===== config.mk =====
export PLATFORM = sky130hd
export DESIGN_NAME = pwm_phase_ctrl
export DESIGN_NICKNAME = d
export VERILOG_FILES = /design/src/rtl/pwm_phase_pkg.sv /design/src/rtl/pwm_stage_reg.sv /design/src/rtl/pwm_phase_core.sv /design/src/rtl/pwm_phase_ctrl.sv
export SDC_FILE = /design/constraint.sdc
export NUM_CORES = 1
export LEC_CHECK = 0
export CORE_MARGIN = 5
export CORE_UTILIZATION = 50
export DETAILED_ROUTE_END_ITERATION = 16
export DONT_BUFFER_PORTS = 1
export MAX_ROUTING_LAYER = met4
export PLACE_DENSITY = 0.69
export SYNTH_ARGS = -nofsm -noshare
export SYNTH_HDL_FRONTEND = slang
export SYNTH_SLANG_ARGS = --single-unit

===== constraint.sdc =====
create_clock -name clk -period 6.27 [get_ports clk]
set_input_delay 0.627 -clock clk [delete_from_list [all_inputs] [get_ports clk]]
set_output_delay 0.627 -clock clk [all_outputs]
set_load 0.005 [all_outputs]

===== src/rtl/pwm_phase_pkg.sv =====
package pwm_phase_pkg;
  localparam int EN_BIT   = 31;
  localparam int UPD_BIT  = 30;
  localparam int BASE_LSB = 8;
  localparam int DIV_W    = 8;
  localparam int WIN_BITS = 10;
  localparam int MAX_BU_W = 22;

  // high phase: top phase bits below the inverted divisor
  function automatic logic duty_high(input logic [7:0] top, input logic [7:0] div);
    return top < (8'hFF - div);
  endfunction

  function automatic logic [31:0] pack_word(input logic en, input logic pend,
                                            input logic [MAX_BU_W-1:0] bu,
                                            input logic [DIV_W-1:0] div);
    return {en, pend, bu, div};
  endfunction
endpackage


===== src/rtl/pwm_stage_reg.sv =====
module pwm_stage_reg #(
  parameter int BU_W = 16
) (
  input  logic            clk,
  input  logic            rst_n,
  input  logic            wr,
  input  logic            wr_en,
  input  logic            wr_upd,
  input  logic [BU_W-1:0] wr_bu,
  input  logic [7:0]      wr_div,
  input  logic            apply,
  output logic            en_q,
  output logic            pend_q,
  output logic [BU_W-1:0] bu_q,
  output logic [7:0]      div_q
);
  always_ff @(posedge clk or negedge rst_n) begin
    if (!rst_n) begin
      en_q   <= 1'b0;
      bu_q   <= '0;
      div_q  <= '0;
    end else if (wr) begin
      en_q   <= wr_en;
      bu_q   <= wr_bu;
      div_q  <= wr_div;
    end
  end

  // a new request wins over a load in the same cycle
  always_ff @(posedge clk or negedge rst_n) begin
    if (!rst_n)                pend_q <= 1'b0;
    else if (wr && wr_upd)     pend_q <= 1'b1;
    else if (apply)            pend_q <= 1'b0;
  end
endmodule


===== src/rtl/pwm_phase_core.sv =====
module pwm_phase_core
  import pwm_phase_pkg::*;
#(
  parameter int BU_W = 16
) (
  input  logic            clk,
  input  logic            rst_n,
  input  logic            en,
  input  logic            pend,
  input  logic [BU_W-1:0] st_bu,
  input  logic [7:0]      st_div,
  output logic            apply,
  output logic [BU_W-1:0] wbu,
  output logic [7:0]      wdiv,
  output logic            pwm
);
  logic [BU_W-1:0] acc_q;
  logic [BU_W:0]   sum;
  logic            wrap;
  logic            idle;

  assign sum   = {1'b0, acc_q} + {1'b0, wbu};
  assign wrap  = en & sum[BU_W];
  assign idle  = !en || (wbu == '0);
  assign apply = pend & (wrap | idle);

  always_ff @(posedge clk or negedge rst_n) begin
    if (!rst_n)   acc_q <= '0;
    else if (!en) acc_q <= '0;
    else          acc_q <= sum[BU_W-1:0];
  end

  always_ff @(posedge clk or negedge rst_n) begin
    if (!rst_n) begin
      wbu  <= '0;
      wdiv <= '0;
    end else if (apply) begin
      wbu  <= st_bu;
      wdiv <= st_div;
    end
  end

  assign pwm = en & duty_high(acc_q[BU_W-1 -: 8], wdiv);
endmodule


===== src/rtl/pwm_phase_ctrl.sv =====
module pwm_phase_ctrl
  import pwm_phase_pkg::*;
#(
  parameter int NCH    = 4,
  parameter int BU_W   = 16,
  parameter int ADDR_W = 12
) (
  input  logic              clk,
  input  logic              rst_n,
  input  logic              bus_we,
  input  logic [ADDR_W-1:0] bus_addr,
  input  logic [31:0]       bus_wdata,
  output logic [31:0]       bus_rdata,
  output logic [NCH-1:0]    pwm_o
);
  localparam int SEL_W = ADDR_W - WIN_BITS;

  if (BU_W < 8 || BU_W > MAX_BU_W) begin : g_bad_bu
    $error("BU_W out of range");
  end
  if (SEL_W < 1 || NCH > (1 << SEL_W)) begin : g_bad_addr
    $error("ADDR_W too small for NCH");
  end

  logic [SEL_W-1:0]          sel;
  logic                      off_zero;
  logic [NCH-1:0]            ch_wr;
  logic [NCH-1:0]            ch_en;
  logic [NCH-1:0]            ch_pend;
  logic [NCH-1:0]            ch_apply;
  logic [NCH-1:0][BU_W-1:0]  ch_sbu;
  logic [NCH-1:0][7:0]       ch_sdiv;
  logic [NCH-1:0][BU_W-1:0]  ch_wbu;
  logic [NCH-1:0][7:0]       ch_wdiv;
  logic [NCH-1:0][31:0]      ch_word;
  wire                       unused_wbits = ^bus_wdata[29:BASE_LSB+BU_W-1];

  assign sel      = bus_addr[ADDR_W-1:WIN_BITS];
  assign off_zero = (bus_addr[WIN_BITS-1:0] == '0);

  for (genvar c = 0; c < NCH; c++) begin : g_ch
    assign ch_wr[c] = bus_we && off_zero && (sel == SEL_W'(c));

    pwm_stage_reg #(.BU_W(BU_W)) stage_i (
      .clk    (clk),
      .rst_n  (rst_n),
      .wr     (ch_wr[c]),
      .wr_en  (bus_wdata[EN_BIT]),
      .wr_upd (bus_wdata[UPD_BIT]),
      .wr_bu  (bus_wdata[BASE_LSB +: BU_W]),
      .wr_div (bus_wdata[DIV_W-1:0]),
      .apply  (ch_apply[c]),
      .en_q   (ch_en[c]),
      .pend_q (ch_pend[c]),
      .bu_q   (ch_sbu[c]),
      .div_q  (ch_sdiv[c])
    );

    pwm_phase_core #(.BU_W(BU_W)) core_i (
      .clk    (clk),
      .rst_n  (rst_n),
      .en     (ch_en[c]),
      .pend   (ch_pend[c]),
      .st_bu  (ch_sbu[c]),
      .st_div (ch_sdiv[c]),
      .apply  (ch_apply[c]),
      .wbu    (ch_wbu[c]),
      .wdiv   (ch_wdiv[c]),
      .pwm    (pwm_o[c])
    );

    assign ch_word[c] = pack_word(ch_en[c], ch_pend[c],
                                  MAX_BU_W'(ch_sbu[c]), ch_sdiv[c]);
  end

  always_comb begin
    bus_rdata = '0;
    for (int c = 0; c < NCH; c++) begin
      if (off_zero && sel == SEL_W'(c)) bus_rdata = ch_word[c];
    end
  end
endmodule


==> run metrics, run 1 <==
final WL 34,400 um; IO Port Bufs 0; largest net degree at the start of global routing 265; Final min period 3270 ps; Multi-input gate area 7280 sq um; Power Density 227 nW/um^2; RSZ-0062 raised after global routing false; Startpoint Class flip-flop; failing checks hold timing; worst min path class in2async; I/O Pins 83; highest clock rate 305 MHz; Filler cells 2,419; part of the power in registers 0.485; core area 27,900 sq um; switching share of power 0.197; Top delay family on crit path flip-flops; GRT overflow 0; cts bufs inserted 29; Buf/Inv on CP 1; Pre-antenna DRT Iters 5; Clock Sink Count 264; DR vias 9,658; initial antenna violation count 0; first-pass GRT wire length 55,500 um; Vias/cell 5.88; worst slew pin tran 1200 ps; most frequent cells in the layout 264 x dfrtp_1, 142 x mux2_2, 93 x a21oi_1; Post-CTS Setup Inserts 0; Clock power frac 0.510; synth warn 0; fraction of layout cells with a size suffix above 1 0.199; Layout area overhead 9.00%; CTS clk-pin slew, worst paths 60 ps; CP cell instances inv_1, or4_1, o21ai_0; mapped cell area 14,200 sq um; Yosys cell types 79; CTS max path bufs 3; Most used DFF post-synth dfrtp_1; sw power 0.694 mW; Post-route DRC 0; Post-Synthesis Cells 1,253; routed length per placed instance 21.0 um; Detail Route Antenna Nets 0; Root Buffer clkbuf_16; Total GRT Usage 0.227; starting density of the core 0.510; Slew headroom 0.198; Critical-path top delay cell dfrtp_1; Hold Slack -200 ps; Setup Skew 13.8 ps; dpl cell area 14,500 sq um; CTS resizes 0; Async S/R FF share, synth 1.00; n_diodes 0; CTS tree built; Setup TNS 0 ps; R2R Setup Slk 3030 ps; sequential-to-total area share from yosys stat 0.464; required time of the critical path 5640 ps; dpl hpwl 24,800 um; worst skew pair latency 540 ps; Final #Nets 1,386; Rows 61; chip height 179 um; Gate power share 0.005; Reg area 6610 sq um; die width 179 um; largest fanout on the critical path 13; vias in the first global route 9,754; fin util 0.556; most common cell after layout, fill and taps aside dfrtp_1; Max Cap Viol 0; Final GP Congestion 0.888; Final period util 0.522; H-tree depth 1; # setup viols final 0; number of synthesized flops with an enable pin 0; register bit count reported by yosys 264; crit-path max cell delay 720 ps; Max Slew Vio Count 0; status finished with violations; Final Cell Area 15,500 sq um; crit end category primary output; Avg Inst Size Synth 11.4 sq um; P_int 2.83 mW; Peak VDD IR 0.000161 V; CP Class reg2out; die area 32,000 sq um; CP arrival 2650 ps; Initial DRC Count 675; Hold Fails Final Rpt 264; leak pwr 8.04 nW
==> area by class of cell <==
class	instances	share of cell area
clock buffer	44	0.0562
tap	378	0.0305
timing repair buffer	10	0.00484
multi-input combinational	921	0.469
inverter	17	0.00411
clock inverter	8	0.00959
sequential	264	0.426
==> cells in the mapped netlist (4+ instances only) <==
cell        n  area, sq um
clkbuf_1   27          101
mux2i_1     7         70.1
and2_1     41          257
or2_2       9         56.3
a21o_1     21          158
nor4_1     19          119
xor2_1     19          166
a31oi_1     6         37.5
mux2_4     20          300
buf_4      12         90.1
xnor2_1    22          193
o21a_1     21          158
dfrtp_1   264         6610
a211o_1     6         52.6
a21oi_1    93          465
nand3_1    12         60.1
nand4_1    11         68.8
mux2_1     34          383
mux2_2    142         1600
fa_1        4         80.1
nor3_1      8         40.0
inv_1      17         63.8
nand2_1    66          248
o21ai_0    62          310
and3_1      5         31.3
buf_2      10         50.1
nor2_1     91          342
nor2b_1     4         25.0
buf_6       6         67.6
ha_1       92         1150
a211oi_1   14          105
nand2b_1   13         81.3
nand4b_1    6         52.6
==> worst reg2reg max path, cell delays in order (launching register included) <==
cell and delay, ps:
dfrtp_1 390, ha_1 230, fa_1 420, a21oi_1 230, o22ai_1 190, a32oi_1 300
a21oi_1 180, o21ai_2 490, buf_4 340, mux2_2 370
==> flip-flops by register name (all words and copies together) (netlist names) <==
register,count
g_ch.stage_i.div_q,32
g_ch.core_i.wbu,64
g_ch.core_i.wdiv,32
g_ch.stage_i.pend_q,4
g_ch.stage_i.en_q,4
g_ch.core_i.acc_q,64
g_ch.stage_i.bu_q,64
==> per-stage QoR <==
step                      hold slack, ps  cells  power [mW]  setup slack [ps]
after floorplan                      331   1258        1.76              3570
after global placement               353   1590        1.76              3070
after detailed placement             351   1590        1.76              3040
after CTS                           -220   1642        3.56              2980
after global routing                -230   1642        3.64              2840
final                               -200   1642        3.53              3000
==> worst paths after layout <==
path / from / end / cells after the start
max: g_ch[1].stage_i.en_q$_DFFE_PN0P_ / pwm_o[1] / 3
min: rst_n / g_ch[0].stage_i.div_q[3]$_DFFE_PN0P_ / 0
max reg2reg: g_ch[3].core_i.wbu[0]$_DFFE_PN0P_ / g_ch[3].core_i.wbu[7]$_DFFE_PN0P_ / 9
min reg2reg: g_ch[3].core_i.wdiv[4]$_DFFE_PN0P_ / g_ch[3].core_i.wdiv[4]$_DFFE_PN0P_ / 1
max in group asynchronous: rst_n / g_ch[2].stage_i.div_q[4]$_DFFE_PN0P_ / 0
min in group clk: bus_wdata[15] / g_ch[1].stage_i.bu_q[7]$_DFFE_PN0P_ / 1
==> per-layer routing <==
layer	global-route usage	wire length, um	vias to the layer above
li1	-	-	4520
met1	0.318	16100	4859
met2	0.339	15300	219
met3	0.0449	1940	60
met4	0.0617	1030	0
met5	-	0	-
==> cells by family (layout without fill, tap and decap cells) <==
group,after synthesis,after routing,synth area share
adders and majority gates,96,96,0.0864
other,1,6,0.000263
AOI/OAI and AO/OA,271,271,0.122
buffers and inverters,73,79,0.0264
and+or+nand+nor,304,304,0.110
xor gates and xnor gates,41,41,0.0252
muxes,203,203,0.165
DFF,264,264,0.464
==> power by group through the flow <==
stage / registers (mW) / logic (mW) / clock network (mW)
final: 1.71 / 0.0177 / 1.80
after floorplan: 1.74 / 0.0195 / 0
after global placement: 1.74 / 0.0170 / 0
after CTS: 1.71 / 0.0176 / 1.84
after detailed placement: 1.74 / 0.0174 / 0
after global routing: 1.71 / 0.0199 / 1.91
Note: power is estimated with default switching activity, not from simulation.
==> inputs of run 2 (changes only) <==
--- a/config.mk
+++ b/config.mk
@@ -5,6 +5,7 @@
 export SDC_FILE = /design/constraint.sdc
 export NUM_CORES = 1
 export LEC_CHECK = 0
+export ABC_AREA = 1
 export CORE_MARGIN = 5
 export CORE_UTILIZATION = 50
 export DETAILED_ROUTE_END_ITERATION = 16
==> constraint.sdc (replaced) <==
create_clock -name clk -period 3.05 [get_ports clk]
set_input_delay 0.305 -clock clk [delete_from_list [all_inputs] [get_ports clk]]
set_output_delay 0.305 -clock clk [all_outputs]
set_load 0.005 [all_outputs]
==> run 2 against run 1 <==
The run still ends with hold timing left; sequential power increased by 110%; via count increased by 31%; design area increased by 4.1%; utilization decreased by 1.0 points; total power increased by 100%; register-to-register slack got worse by 2500 ps; critical endpoint is now g_ch[2].core_i.wdiv[4]$_DFFE_PN0P_; highest routed layer unchanged.
==> run metrics, run 2 <==
Critical-path top delay cell nand2_2; mapped cell area 15,000 sq um (+5.6%); Power Density 447 nW/um^2 (+97%); combinational family with the most area after synthesis simple AND/OR/NAND/NOR gates; Final period util 0.836; largest net degree at the start of global routing 265 (unchanged); CTS max path bufs 3 (unchanged); Post-Synthesis Cells 2,015 (+61%); Setup TNS 0 ps (unchanged); Async S/R FF share, synth 1.00 (unchanged); top sig layer met4; part of the power in registers 0.487 (+0.002); register bit count reported by yosys 264 (unchanged); sequential-to-total area share from yosys stat 0.439 (-0.0245); R2R depth 11 (+2); most common cell after layout, fill and taps aside nand2_1; Gate power share 0.011 (+0.006); Synth area leader dfrtp_1; R2R Path End g_ch[2].core_i.wdiv[4]$_DFFE_PN0P_; most frequent cells in the layout 701 x nand2_1, 264 x dfrtp_1, 184 x inv_1; status finished with violations; final WL 39,000 um (+13%); DR vias 12,693 (+31%); Met2 Wirelength 17,400 um (+14%); RSZ-0062 raised after global routing false; Rows 63 (+3.3%); Setup Skew 10.9 ps (-2.87 ps); die area 33,600 sq um (+5.3%); final worst slack 501 ps (-2490 ps); synth warn 0 (unchanged); highest clock rate 392 MHz; Root Buffer clkbuf_16; Max Cap Viol 0 (unchanged); Initial DRC Count 974 (+44%); worst slew pin tran 717 ps (-486 ps); # setup viols final 0 (unchanged); Clock Sink Count 264 (unchanged); Hold Fails Final Rpt 264 (unchanged); leak pwr 8.74 nW (+8.7%); P_int 5.65 mW (+99%); required time of the critical path 3540 ps (-2100 ps); Layout area overhead 7.48%; Clock power frac 0.503 (-0.007); CTS tree built; largest cells by area after synthesis dfrtp_1 44%, nand2_1 17%, ha_1 7.7%, nand3_1 4.9%, inv_1 4.6%; Startpoint Class flip-flop; crit end category flip-flop; Crit path top cell by count nand2_1; Vias/cell 5.30 (-9.8%); Hold Slack -528 ps (-328 ps); Pre-antenna DRT Iters 5 (unchanged); CP Class reg2reg; Top delay family on crit path simple AND/OR/NAND/NOR gates; routed length per placed instance 16.3 um (-22%); Synth Area in Compound Gates 0.103 (-0.0194); CTS resizes 0 (unchanged); cts bufs inserted 30 (+3.4%); failing checks hold timing; Final min period 2550 ps; Post-route DRC 0 (unchanged); IO Port Bufs 0 (unchanged); switching share of power 0.218 (+0.0211); WL met1 17,700 um (+9.8%); Peak VDD IR 0.000405 V (+150%); metal3 WL 2240 um (+16%); Post-CTS Setup Inserts 0 (unchanged); worst r2r src g_ch[2].core_i.wbu[0]$_DFFE_PN0P_; largest fanout on the critical path 26 (+13); Buf/Inv on CP 0 (-1); crit-path max cell delay 470 ps (-250 ps); Final GP Congestion 1.00 (+13%); I/O Pins 83 (unchanged); Post-Synth Simple-Gate Area 0.292 (+0.182); Yosys cell types 34 (-57%); number of synthesized flops with an enable pin 0 (unchanged); sw power 1.57 mW (+130%); fraction of layout cells with a size suffix above 1 0.0469 (-0.152); CP arrival 3040 ps (+390 ps); Slew headroom 0.522 (+0.324); H-tree depth 1 (unchanged); XOR/XNOR Fraction of Synth Area 0.000582 (-0.0246); mux contribution to synthesized area 0 (-0.165); fin util 0.545 (-0.0104); initial antenna violation count 0 (unchanged); GRT overflow 0 (unchanged); n_diodes 0 (unchanged); CTS clk-pin slew, worst paths 60 ps (about the same); Post-Place Setup Slack 498 ps (-2540 ps); top cell type's share of synthesized area 0.439 (-0.0245); Avg Inst Size Synth 7.46 sq um (-34%); die width 183 um (+2.6%); chip height 183 um (+2.6%); CP cell instances ha_1, fa_1, nand3_1, nand2_1, nand2_1, nand2_1, nand2_1, nand2_2, nand2_2, nand2_1, nand2_1; Top Registers g_ch.core_i.acc_q (64), g_ch.core_i.wbu (64), g_ch.stage_i.bu_q (64); cell with the most instances after synthesis nand2_1; first-pass GRT wire length 63,000 um (+13%); starting density of the core 0.507 (-0.00251); Final #Nets 2,124 (+53%); worst min path class in2async; core area 29,600 sq um (+6.1%); R2R Setup Slk 500 ps (-2530 ps); Synth top cells by count 701 x nand2_1, 264 x dfrtp_1, 184 x inv_1; worst skew pair latency 550 ps (about the same); Total GRT Usage 0.237 (+0.0108); adder-cell area share of the yosys netlist 0.0819 (-0.00457); Filler cells 2,832 (+17%); Max Slew Vio Count 0 (unchanged); Most used DFF post-synth dfrtp_1; dpl hpwl 28,500 um (+15%); vias in the first global route 11,776 (+21%); Detail Route Antenna Nets 0 (unchanged)
## run 2: changes by cell type after synthesis, moves of 21 or more
cell	change
mux2_2	-142
nand2_1	+635
o21a_1	-21
a21o_1	-21
inv_1	+167
and2_1	-37
nand4_1	+25
xnor2_1	-21
o21ai_0	+30
nand3_1	+134
nor2_1	+53
mux2_1	-34
o21ai_1	+104
## run 2: cell type report
class	instances	area, sq um	share of cell area
clock buffer	38	842	0.0521
clock inverter	16	163	0.0101
inverter	195	732	0.0453
multi-input combinational	1473	7200	0.446
sequential	264	6610	0.409
tap	390	488	0.0302
timing repair buffer	17	128	0.00790
## run 2: how the worst max path moves through the flow
stage,endpoint,from,cells after the start
2_1_floorplan,g_ch[1].core_i.wbu[11]$_DFFE_PN0P_,g_ch[1].core_i.wbu[0]$_DFFE_PN0P_,12
3_3_place_gp,g_ch[2].core_i.wbu[6]$_DFFE_PN0P_,g_ch[2].core_i.wbu[0]$_DFFE_PN0P_,11
3_5_place_dp,g_ch[2].core_i.wdiv[4]$_DFFE_PN0P_,g_ch[2].core_i.wbu[0]$_DFFE_PN0P_,11
4_1_cts,g_ch[2].core_i.wdiv[4]$_DFFE_PN0P_,g_ch[2].core_i.wbu[0]$_DFFE_PN0P_,11
5_1_grt,g_ch[2].core_i.wbu[13]$_DFFE_PN0P_,g_ch[2].core_i.wbu[0]$_DFFE_PN0P_,11
6_report,g_ch[2].core_i.wdiv[4]$_DFFE_PN0P_,g_ch[2].core_i.wbu[0]$_DFFE_PN0P_,11
## run 2: through the flow
stage	std cells	power, mW	instance area, sq um
final	2393	7.22	16200
after global routing	2393	7.44	16200
after CTS	2393	7.28	16200
after detailed placement	2339	3.65	15200
after global placement	2339	3.65	15200
after floorplan	2020	3.63	15100
## run 2: metal layers
layer	GRT usage	vias up
met2	0.363	328
met3	0.0358	75
met5	-	-
li1	-	6422
met4	0.0822	0
met1	0.325	5868
## run 2: cells by family (layout without fill, tap and decap cells)
family,Yosys count,in the layout
AO/OA/AOI/OAI,305,305
XOR/XNOR,1,1
adder cells (fa/ha/maj),96,96
buffers and inverters,283,266
flip-flops,264,264
other,1,6
AND/OR/NAND/NOR,1065,1065
## run 2: power groups by stage
stage / sequential, mW / clock (mW) / combinational (mW)
global route: 3.51 / 3.84 / 0.0822
floorplan: 3.58 / 0 / 0.0549
detailed placement: 3.58 / 0 / 0.0765
finish: 3.51 / 3.63 / 0.0785
CTS: 3.51 / 3.69 / 0.0771
global placement: 3.58 / 0 / 0.0763
==> inputs of run 3 (changes only) <==
--- a/config.mk
+++ b/config.mk
@@ -5,13 +5,13 @@
 export SDC_FILE = /design/constraint.sdc
 export NUM_CORES = 1
 export LEC_CHECK = 0
-export ABC_AREA = 1
+export ABC_AREA = 0
 export CORE_MARGIN = 5
 export CORE_UTILIZATION = 50
 export DETAILED_ROUTE_END_ITERATION = 16
 export DONT_BUFFER_PORTS = 1
 export MAX_ROUTING_LAYER = met4
-export PLACE_DENSITY = 0.69
+export PLACE_DENSITY = 0.72
 export SYNTH_ARGS = -nofsm -noshare
 export SYNTH_HDL_FRONTEND = slang
 export SYNTH_SLANG_ARGS = --single-unit
==> constraint.sdc (replaced) <==
create_clock -name clk -period 2.06 [get_ports clk]
set_input_delay 0.206 -clock clk [delete_from_list [all_inputs] [get_ports clk]]
set_output_delay 0.206 -clock clk [all_outputs]
set_load 0.005 [all_outputs]
==> run 3 against run 2 <==
Clock-buffer cell count decreased by 1; critical path type unchanged; the run ends with hold timing, setup timing left; clock skew increased by 1.1 ps; largest cell class unchanged; worst hold slack got worse by 86 ps; fmax increased by 1.7%; setup slack got worse by 950 ps.
==> run metrics, run 3 (synthesized netlist as in run 1, its figures left out) <==
Total GRT Usage 0.263 (+0.0253); status finished with violations; Final min period 2510 ps (-42.1 ps); Detail Route Antenna Nets 0 (unchanged); Setup Skew 12.0 ps (+1.10 ps); Gate power share 0.014 (+0.003); leak pwr 10.1 nW (+15%); dpl hpwl 28,200 um (-0.91%); cts bufs inserted 29 (-3.3%); Post-Place Setup Slack -631 ps (-1130 ps); post-placement cell count 1,851 (-21%); Total Power 11.0 mW (+53%); IO Port Bufs 0 (unchanged); CP Class reg2reg; final worst slack -447 ps (-948 ps); GRT overflow 0 (unchanged); Clock power frac 0.515 (+0.012); worst min path class in2async; # setup viols final 125 (+125); highest clock rate 399 MHz (+1.7%); worst skew pair latency 540 ps (about the same); Startpoint Class flip-flop; Hold Slack -614 ps (-86.1 ps); most common cell after layout, fill and taps aside buf_4; initial antenna violation count 4 (+4); Post-route DRC 0 (unchanged); Final period util 1.22 (+0.381); Top Registers g_ch.core_i.acc_q (64), g_ch.core_i.wbu (64), g_ch.stage_i.bu_q (64); Final Cell Area 19,600 sq um (+21%); Max Slew Vio Count 0 (unchanged); H-tree depth 1 (unchanged); CTS clk-pin slew, worst paths 60 ps (about the same); crit end category flip-flop; CTS max path bufs 3 (unchanged); die width 179 um (-2.5%); dpl cell area 17,000 sq um (+12%); starting density of the core 0.510 (+0.00251); post-route insts no fill 1,969 (-18%); Final GP Congestion 0.913 (-8.7%); final WL 42,000 um (+7.7%); part of the power in registers 0.471 (-0.016); largest net degree at the start of global routing 265 (unchanged); Pre-antenna DRT Iters 5 (unchanged); Rows 61 (-3.2%); CTS tree built; required time of the critical path 2480 ps (-1060 ps); Power Density 563 nW/um^2 (+26%); vias in the first global route 11,771 (-0.042%); core area 27,900 sq um (-5.7%); Hold Fails Final Rpt 264 (unchanged); Initial DRC Count 983 (+0.92%); RSZ-0062 raised after global routing true; CTS Hold Buffers Added 26; fraction of layout cells with a size suffix above 1 0.420 (+0.373); I/O Pins 83 (unchanged); Root Buffer clkbuf_16; Final #Nets 1,709 (-20%); Filler cells 1,896 (-33%); failing checks hold timing, setup timing; first-pass GRT wire length 64,200 um (+1.9%); Multi-input gate area 8430 sq um (+17%); worst slew pin tran 600 ps (-118 ps); Reg area 6610 sq um (about the same); chip height 179 um (-2.5%); Slew headroom 0.600 (+0.0784); routed length per placed instance 21.3 um (+31%); Clock Sink Count 264 (unchanged); P_int 8.79 mW (+56%); Vias/cell 5.76 (+8.7%); Max Cap Viol 0 (unchanged); die area 32,000 sq um (-5.0%); CP arrival 2930 ps (-110 ps); Peak VDD IR 0.000578 V (+43%); sw power 2.25 mW (+43%); largest fanout on the critical path 6 (-77%); DR vias 11,348 (-11%); most frequent cells in the layout 264 x buf_4, 261 x dfrtp_1, 90 x mux2_2; Layout area overhead 37.6%; switching share of power 0.204 (-0.0143)
## run 3: cell count changes in the layout (fill, tap and decap cells not counted), moves of 64 or more
cell     previous run  this run
buf_4              17       264
inv_1             184        17
mux2_2              0        90
mux2_4              0        82
nand2_1           701        64
nand3_1           146        10
o21ai_0            92        28
o21ai_1           105        25
## run 3: critical path, stage by stage, from the launching register on
cell and delay (ps):
dfrtp_1 380, ha_2 190, fa_2 370, a211oi_4 250, o21ai_2 90, a211o_1 290
a31o_4 250, nand2_8 100, clkbuf_16 160, mux2_4 300
## run 3: metrics by stage
step | hold WS, ps | setup TNS [ps] | util
2_1_floorplan | -89.6 | -36750 | -
4_1_cts | -640 | -36940 | 0.677
3_3_place_gp | -64.7 | -39510 | 0.608
5_1_grt | -636 | -49550 | 0.702
6_report | -614 | -38190 | 0.702
3_5_place_dp | -66.2 | -45230 | 0.608
## run 3: power by group through the flow
stage	combinational [mW]	clock, mW	sequential (mW)
4_1_cts	0.141	5.73	5.20
3_3_place_gp	0.0615	0	5.30
6_report	0.151	5.69	5.20
2_1_floorplan	0.0596	0	5.30
5_1_grt	0.158	5.95	5.20
3_5_place_dp	0.0629	0	5.30
## run 3: layout make-up
type	count	share of cell area
sequential	264	0.337
inverter	17	0.00326
multi-input combinational	921	0.430
clock buffer	37	0.0416
clock inverter	15	0.0121
antenna	4	0.000511
timing repair buffer	333	0.151
tap	378	0.0241
## run 3: path summary, 6_finish.rpt
| kind | start | to | slack (ps) | cells after the start |
|---|---|---|---|---|
| max | g_ch[0].core_i.wbu[0]$_DFFE_PN0P_ | g_ch[0].core_i.wbu[12]$_DFFE_PN0P_ | -450 | 9 |
| min | rst_n | g_ch[0].stage_i.div_q[3]$_DFFE_PN0P_ | -610 | 0 |
| max reg2reg | g_ch[0].core_i.wbu[0]$_DFFE_PN0P_ | g_ch[0].core_i.wbu[12]$_DFFE_PN0P_ | -450 | 9 |
| min reg2reg | g_ch[2].core_i.wdiv[0]$_DFFE_PN0P_ | g_ch[2].core_i.wdiv[0]$_DFFE_PN0P_ | 520 | 1 |
| max in group asynchronous | rst_n | g_ch[1].core_i.wbu[1]$_DFFE_PN0P_ | 2150 | 0 |
| min in group clk | bus_we | g_ch[3].stage_i.pend_q$_DFFE_PN0P_ | 40 | 3 |
## run 3: metal layers
layer | vias up | track usage | part of all wire
li1 | 5175 | - | -
met1 | 5681 | 0.344 | 0.43
met2 | 390 | 0.420 | 0.48
met3 | 102 | 0.0439 | 0.062
met4 | 0 | 0.0841 | 0.034
met5 | - | - | 0
## run 3: repair_timing
action                                  CTS  global route
endpoints found under the setup margin  135           154
gates cloned                              2             6
setup buffers                            17            20
endpoints found under the hold margin   368           264
pin swaps                                53            63
gates resized for setup                  91            93
